`src/rtl/fsc_pkg.sv`:
```
package fsc_pkg;
  localparam logic [1:0] DEV_STAT_IDLE = 2'b00;
  localparam logic [1:0] DEV_STAT_FS   = 2'b01;
  localparam logic [1:0] WD_CNT_SAT    = 2'b10;

  typedef struct packed {
    logic tsd;
    logic short_gnd;
    logic uv;
    logic uv_fs;
    logic ov;
  } cause_flags_t;
endpackage

```
`src/rtl/fsc_wd_tracker.sv`:
```
module fsc_wd_tracker #(
  parameter int WD_FS_FAILS = 2
) (
  input  logic       clk,
  input  logic       rst_n,
  input  logic       fail,
  input  logic       service,
  input  logic       clr,
  output logic [1:0] cnt,
  output logic       fs_hit
);
  import fsc_pkg::*;

  localparam logic [1:0] FS_LEVEL = 2'(WD_FS_FAILS);

  logic [1:0] cnt_q, cnt_base, cnt_d;

  always_comb begin
    cnt_base = (service || clr) ? 2'b00 : cnt_q;
    cnt_d    = cnt_base;
    fs_hit   = 1'b0;
    if (fail) begin
      cnt_d  = (cnt_base >= WD_CNT_SAT) ? WD_CNT_SAT : cnt_base + 2'b01;
      fs_hit = (cnt_d >= FS_LEVEL);
    end
  end

  always_ff @(posedge clk or negedge rst_n) begin
    if (!rst_n) cnt_q <= 2'b00;
    else        cnt_q <= cnt_d;
  end

  assign cnt = cnt_q;
endmodule

```
`src/rtl/fsc_uv_tracker.sv`:
```
module fsc_uv_tracker #(
  parameter int UV_FS_COUNT = 4
) (
  input  logic clk,
  input  logic rst_n,
  input  logic uv,
  input  logic clr,
  output logic fs_hit
);
  localparam int CW = (UV_FS_COUNT > 2) ? $clog2(UV_FS_COUNT) : 1;
  localparam logic [CW-1:0] LAST = CW'(UV_FS_COUNT - 1);

  logic [CW-1:0] n_q, n_base, n_d;

  always_comb begin
    n_base = clr ? '0 : n_q;
    n_d    = n_base;
    fs_hit = 1'b0;
    if (uv) begin
      if (n_base == LAST) begin
        n_d    = '0;
        fs_hit = 1'b1;
      end else begin
        n_d = n_base + 1'b1;
      end
    end
  end

  always_ff @(posedge clk or negedge rst_n) begin
    if (!rst_n) n_q <= '0;
    else        n_q <= n_d;
  end
endmodule

```
`src/rtl/fsc_cause_decode.sv`:
```
module fsc_cause_decode (
  input  logic                 ev_tsd,
  input  logic                 ev_short,
  input  logic                 ev_uv,
  input  logic                 ev_ov,
  input  logic                 cfg_ov_rst_en,
  input  logic                 cfg_sel,
  input  logic                 wd_hit,
  input  logic                 uv_hit,
  output fsc_pkg::cause_flags_t set_flags,
  output logic                 fs_now
);
  logic ov_escalates;

  always_comb begin
    ov_escalates        = ev_ov && cfg_ov_rst_en && !cfg_sel;
    set_flags.tsd       = ev_tsd;
    set_flags.short_gnd = ev_short;
    set_flags.uv        = ev_uv || ev_short;
    set_flags.uv_fs     = uv_hit;
    set_flags.ov        = ev_ov;
    fs_now              = ev_tsd || ev_short || uv_hit || wd_hit || ov_escalates;
  end
endmodule

```
`src/rtl/fs_cause_capture.sv`:
```
module fs_cause_capture #(
  parameter int WD_FS_FAILS = 2,
  parameter int UV_FS_COUNT = 4
) (
  input  logic       clk,
  input  logic       rst_n,
  input  logic       ev_wd_fail,
  input  logic       wd_service,
  input  logic       ev_tsd,
  input  logic       ev_short,
  input  logic       ev_uv,
  input  logic       ev_ov,
  input  logic       cfg_ov_rst_en,
  input  logic       cfg_sel,
  input  logic       mode_stop,
  input  logic       rd_clr,
  output logic [1:0] dev_stat,
  output logic [1:0] wd_fail_cnt,
  output logic       flag_tsd,
  output logic       flag_short,
  output logic       flag_uv,
  output logic       flag_uv_fs,
  output logic       flag_ov,
  output logic       fs_from_stop,
  output logic       fs_req
);
  import fsc_pkg::*;

  logic         wd_hit, uv_hit, fs_now;
  cause_flags_t set_flags, flags_q, flags_d;
  logic [1:0]   dev_q, dev_d;
  logic         stop_q, stop_d, req_q;

  fsc_wd_tracker #(.WD_FS_FAILS(WD_FS_FAILS)) wd_i (
    .clk(clk), .rst_n(rst_n), .fail(ev_wd_fail), .service(wd_service),
    .clr(rd_clr), .cnt(wd_fail_cnt), .fs_hit(wd_hit)
  );

  fsc_uv_tracker #(.UV_FS_COUNT(UV_FS_COUNT)) uv_i (
    .clk(clk), .rst_n(rst_n), .uv(ev_uv), .clr(rd_clr), .fs_hit(uv_hit)
  );

  fsc_cause_decode dec_i (
    .ev_tsd(ev_tsd), .ev_short(ev_short), .ev_uv(ev_uv), .ev_ov(ev_ov),
    .cfg_ov_rst_en(cfg_ov_rst_en), .cfg_sel(cfg_sel),
    .wd_hit(wd_hit), .uv_hit(uv_hit), .set_flags(set_flags), .fs_now(fs_now)
  );

  always_comb begin
    flags_d = (rd_clr ? '0 : flags_q) | set_flags;
    dev_d   = rd_clr ? DEV_STAT_IDLE : dev_q;
    stop_d  = rd_clr ? 1'b0 : stop_q;
    if (fs_now) begin
      dev_d  = DEV_STAT_FS;
      stop_d = mode_stop;
    end
  end

  always_ff @(posedge clk or negedge rst_n) begin
    if (!rst_n) begin
      flags_q <= '0;
      dev_q   <= DEV_STAT_IDLE;
      stop_q  <= 1'b0;
      req_q   <= 1'b0;
    end else begin
      flags_q <= flags_d;
      dev_q   <= dev_d;
      stop_q  <= stop_d;
      req_q   <= fs_now;
    end
  end

  assign dev_stat     = dev_q;
  assign flag_tsd     = flags_q.tsd;
  assign flag_short   = flags_q.short_gnd;
  assign flag_uv      = flags_q.uv;
  assign flag_uv_fs   = flags_q.uv_fs;
  assign flag_ov      = flags_q.ov;
  assign fs_from_stop = stop_q;
  assign fs_req       = req_q;
endmodule

```
`config.mk`:
```
export PLATFORM = sky130hd
export DESIGN_NAME = fs_cause_capture
export DESIGN_NICKNAME = d
export VERILOG_FILES = /design/src/rtl/fsc_pkg.sv /design/src/rtl/fsc_wd_tracker.sv /design/src/rtl/fsc_uv_tracker.sv /design/src/rtl/fsc_cause_decode.sv /design/src/rtl/fs_cause_capture.sv
export SDC_FILE = /design/constraint.sdc
export NUM_CORES = 1
export LEC_CHECK = 0
export BUFFER_PORTS_ARGS = -buffer_cell sky130_fd_sc_hd__buf_2
export CAP_MARGIN = 20
export CELL_PAD_IN_SITES_DETAIL_PLACEMENT = 2
export CELL_PAD_IN_SITES_GLOBAL_PLACEMENT = 2
export CORE_MARGIN = 1
export CORE_UTILIZATION = 28
export DETAILED_ROUTE_END_ITERATION = 6
export GPL_TIMING_DRIVEN = 0
export PLACE_DENSITY = 0.88
export SLEW_MARGIN = 10
export SYNTH_ARGS = -nofsm -noshare
export SYNTH_HDL_FRONTEND = slang
export SYNTH_SLANG_ARGS = --single-unit
```
`constraint.sdc`:
```
create_clock -name clk -period 5.4 [get_ports clk]
set_clock_uncertainty 0.2 [all_clocks]
set_input_delay 1.62 -clock clk [delete_from_list [all_inputs] [get_ports clk]]
set_output_delay 1.62 -clock clk [all_outputs]
set_load 0.02 [all_outputs]
```
**Yosys cells after proc, flatten, opt, wreduce, memory -nomap -nowiden**

Cells that the tools add are included.

- Add/sub/neg operators: 2
- Multiply operators: 0
- Div/mod/pow operators: 0
- $lt $le $gt $ge: 2
- Equality and inequality tests: 1
- Shifts and indexed selects: 0
- Muxes and demuxes: 14
- Bitwise logic cells: 1
- Reduce and logical (&&, ||, !) cells: 10

Operators with widths:

| operator | number |
|---|---|
| 2-to-1 mux 2 bit | 8 |
| logical OR 1 bit | 6 |
| 2-to-1 mux 1 bit | 5 |
| 2-to-1 mux 5 bit | 1 |
| OR 5 bit | 1 |
| adder 2 x 1 -> 2 bit (second input constant) | 2 |
| greater-or-equal comparator 2 bit (second input constant) | 2 |
| equality test 2 bit (second input constant) | 1 |
| logical AND 1 bit | 2 |
| nonzero test 2 bit | 1 |
| zero test 1 bit | 1 |

- Register bits after elaboration: 13
- Latch bits: 0
- RAM bits: 0
- Memory bits (read-only): 0
- Bits of input ports: 12
- Word-level logic and storage cells: 40
- Memories: 0

**Longest topological paths before layout**

- Depth after elaboration: 9
- Gate-level depth with buffers: 5
- Mapped depth without buffers: 5

**Hierarchy**

A second synthesis with hierarchy kept.

- Cell total of the unflattened synthesis: 45
- Area, all modules: 526.8 µm²

By module, submodules not included:

| module | instances | cells each | area an instance (µm²) | seq. area each (µm²) |
|---|---|---|---|---|
| fs_cause_capture | 1 | 19 | 277.8 | 200.2 |
| fsc_uv_tracker | 1 | 8 | 103.8 | 50.0 |
| fsc_wd_tracker | 1 | 10 | 93.8 | 50.0 |
| fsc_cause_decode | 1 | 8 | 51.3 | 0.0 |

**Least setup slack after synthesis**

Ideal clock, no wire load.

- Path type: input-to-reg
- Start: in rd_clr
- End: reg stop_q, in the netlist fs_from_stop
- Setup time: 0.125 ns
- Data arrival time: 2.800 ns
- Required time: 5.075 ns
- Slack: 2.275 ns
- Cell stages on the path: 5
- Buffers on the path: 0
- Cells stage by stage: and2b_2 > ha_1 > a211oi_1 > o221a_4 > mux2_4

- Cells in the longest elaborated chain, start to end: 9
- Elaborated cells on any way between the ends: 16
- Classes of those cells: add/sub: 1; order compare: 2; eq/ne: 1; mux: 7; reduce/logical: 5

Ends and longest elaborated chain:

| item | line | RTL |
|---|---|---|
| start: declaration | fs_cause_capture.sv:16 | `input logic rd_clr,` |
| logical OR 1 bit | fsc_wd_tracker.sv:19 | `cnt_base = (service \|\| clr) ? 2'b00 : cnt_q;` |
| 2-to-1 mux 2 bit | fsc_wd_tracker.sv:19 |  |
| adder 2 x 1 -> 2 bit / greater-or-equal comparator 2 bit (equally long branches) | fsc_wd_tracker.sv:23 | `cnt_d = (cnt_base >= WD_CNT_SAT) ? WD_CNT_SAT : cnt_base + 2'b01;` |
| 2-to-1 mux 2 bit | fsc_wd_tracker.sv:23 |  |
| greater-or-equal comparator 2 bit | fsc_wd_tracker.sv:24 | `fs_hit = (cnt_d >= FS_LEVEL);` |
| 2-to-1 mux 1 bit | fsc_wd_tracker.sv:22 | `if (fail) begin` |
| logical OR 1 bit (2 in a row) | fsc_cause_decode.sv:22 | `fs_now = ev_tsd \|\| ev_short \|\| uv_hit \|\| wd_hit \|\| ov_escalates;` |
| 2-to-1 mux 1 bit / nonzero test 2 bit (equally long branches) | - |  |
| end signal: assignment | fs_cause_capture.sv:68 | `stop_q <= stop_d;` |
| end: declaration | fs_cause_capture.sv:32 | `logic stop_q, stop_d, req_q;` |

Parallel ways exist; a longest one is shown, timed or not.
A chain may end at the register's enable or synchronous reset.

**Final worst setup path**

Same ends and word-level chain as after synthesis.

==> metrics.txt <==
status=finished clean; final hold slack=280.7 ps; Worst Setup EP=fs_from_stop$_DFFE_PN0P_; GR Layer Usage met1=16.54%; switching pwr=53.85 uW; Chip Height=44.96 um; clock tree buffer depth=2; largest net degree at the start of global routing=13; P per Cell Area=298.0 mW/mm^2; Final setup viols=0; clock transition at the registers of the reported paths=80 ps; # hold bufs at CTS=0; post-synthesis net count=54; Post-CTS Setup Inserts=0; first-pass GRT wire length=1973 um; share of post-route cells with drive strength above 1=50.00%; Root Buffer=clkbuf_4; Critical Path Start=rd_clr; LEAKAGE=0.3530 nW; Core Box Area=0.001727 sq mm; Seq pwr share=48.4%; Skew-Pair Late Insertion Delay=270 ps; Total GRT Usage=14.66%; Ys Warns=0; Final Max Tran Viols=0; syn avg cell area=12.60 sq um; # IOs=23; CP Capture Type=register; antenna-violating nets left=0; Tmin final=3190 ps; Synth Register Bits=12; FF-to-FF End=fs_from_stop$_DFFE_PN0P_; Comb power frac=16.3%; final period utilization=59.08%; Post-DP HPWL=968.5 um; Synth Instances=41; synthesized area=516.7 sq um; Crit Reg-Reg Startpoint=uv_i.n_q[0]$_DFF_PN0_; # DRC=0; worst IR drop on VDD=153.6 uV; crit path DAT=3150 ps; # clock sinks=12; Via density=4.451; met3 Usage GRT=6.000%; most frequent cells in the layout=buf_2, dfrtp_1, inv_1; TNS Setup=0 ps; initial antenna violation count=0; via count=405; Switching Share=26.21%; initial DRC count=4; crit path kind=input pin to register; fillers=204; critical path's slowest cell=a211oi_1; Worst Path Required=5360 ps; max cap viols=0; global routing usage on met2=23.77%; Final GP Congestion=0.6678; TritonRoute pass-1 iters=3; flop-to-flop setup slack=3420 ps; delay-heaviest family, CP=compound AO/OA/AOI/OAI gates; num rows=15; stages on the worst setup path=6; DR WL/cell=13.48 um; Clk network pwr share=35.3%; die outline width=44.96 um; Synth-to-Final Area Change=33.41%; ANT cells=0; internal power=151.6 uW; R2R cell count=5; endpoints failing hold=0; CP Cell Sequence=buf_2 -> and2b_2 -> ha_1 -> a211oi_1 -> o221a_4 -> mux2_4; htree depth=1; most common cell after layout, fill and taps aside=buf_2; RSZ-0062 raised after global routing=false; type of the tightest min-delay check=register to register; Buf+Inv Stages, Crit Path=1; grt ovf=0; sequential share of the synthesized area=58.11%; WL final=1227 um; layer with the highest usage=met2; Startpoint Class=input pin; CTS tree=yes; fin nets=80; IO buf count=21; total CTS buffers=3; post-synth cell types=22; crit-path max cell delay=320 ps; Initial Utilization=29.93%; Max Fanout on Critical Path=7; number of global-route vias before repair=439; Fmax=313.5 MHz; die area=0.002021 sq mm; post-cts resize count=0
-- sequential cells by signal (all words and copies together) (netlist names) --
name,count
uv_i.n_q,2
flag_short,1
flag_ov,1
dev_stat,1
fs_req,1
wd_i.cnt,2
fs_from_stop,1
flag_uv,1
flag_tsd,1
flag_uv_fs,1
-- worst register-to-register path, delay by kind of cell (launching register included) --
family / cells / cell delay (ps)
compound gates: 2 / 590
fa+ha+maj: 1 / 220
flops: 1 / 370
mux: 1 / 300
simple gates: 1 / 200
-- cell families (layout without fill, tap and decap cells) --
group,after synthesis,in the layout,share of synthesized area [%]
buffers and inverters,5,30,4.358
and+or+nand+nor,8,8,9.928
other,1,1,0.7257
xor gates and xnor gates,1,1,1.695
adders and majority gates,1,1,2.421
AOI/OAI and AO/OA,11,11,17.67
DFF,12,12,58.11
muxes,2,2,5.084
-- cells in the mapped netlist --
master,count,share of area [%]
a211o_1,1,1.7
a211oi_1,1,1.5
a21o_1,3,4.4
a21oi_1,1,0.97
a22o_1,1,1.7
and2b_2,2,3.4
buf_4,1,1.5
conb_1,1,0.73
dfrtp_1,12,58
ha_1,1,2.4
inv_1,4,2.9
mux2_2,1,2.2
mux2_4,1,2.9
nand2_1,3,2.2
nor2_4,1,2.2
nor2b_1,1,1.2
nor3_1,1,0.97
o21ai_0,1,0.97
o21ai_1,1,0.97
o21ai_2,1,1.7
o221a_4,1,3.9
xor2_1,1,1.7
-- metrics by stage --
step           setup slack, ps  cells  total power, mW  area [sq um]  utilization [%]
5_1_grt                   2188     91           0.2174         689.4            39.93
6_report                  2210     91           0.2055         689.4            39.93
2_1_floorplan             2275     41           0.1198         516.7                -
3_3_place_gp              1999     87           0.1333         653.1            37.83
4_1_cts                   2209     91           0.2094         689.4            39.93
3_5_place_dp              1912     87           0.1354         653.1            37.83
-- power groups by stage --
| stage | logic [mW] | clock network (mW) | registers, mW |
|---|---|---|---|
| finish | 0.0336 | 0.0724 | 0.0995 |
| global route | 0.0367 | 0.0804 | 0.100 |
| CTS | 0.0343 | 0.0755 | 0.0996 |
| detailed placement | 0.0340 | 0 | 0.101 |
| global placement | 0.0325 | 0 | 0.101 |
| floorplan | 0.0131 | 0 | 0.107 |
-- area by class of cell --
| type | instances | area, sq um | share of cell area, % |
|---|---|---|---|
| multi-input combinational | 24 | 193.9 | 28.13 |
| clock buffer | 4 | 36.28 | 5.263 |
| sequential | 12 | 300.3 | 43.56 |
| buffer | 1 | 7.507 | 1.089 |
| timing repair buffer | 21 | 105.1 | 15.25 |
| tap | 25 | 31.28 | 4.537 |
| inverter | 4 | 15.01 | 2.178 |
-- worst min path at each step --
| stage | start | end | slack [ps] | depth (start not counted) |
|---|---|---|---|---|
| final | flag_short$_DFF_PN0_ | flag_short$_DFF_PN0_ | 280 | 1 |
| after global routing | flag_short$_DFF_PN0_ | flag_short$_DFF_PN0_ | 310 | 1 |
| after CTS | flag_short$_DFF_PN0_ | flag_short$_DFF_PN0_ | 290 | 1 |
| after detailed placement | flag_tsd$_DFF_PN0_ | flag_tsd$_DFF_PN0_ | 270 | 1 |
| after global placement | flag_ov$_DFF_PN0_ | flag_ov$_DFF_PN0_ | 260 | 1 |
| after floorplan | uv_i.n_q[0]$_DFF_PN0_ | uv_i.n_q[0]$_DFF_PN0_ | 340 | 2 |
-- metal layers --
layer / wire, um / vias to the layer above
li1: - / 188
met1: 543 / 200
met2: 594 / 17
met3: 90 / 0
met4: 0 / 0
met5: 0 / -
(Power assumes the default switching activity.)
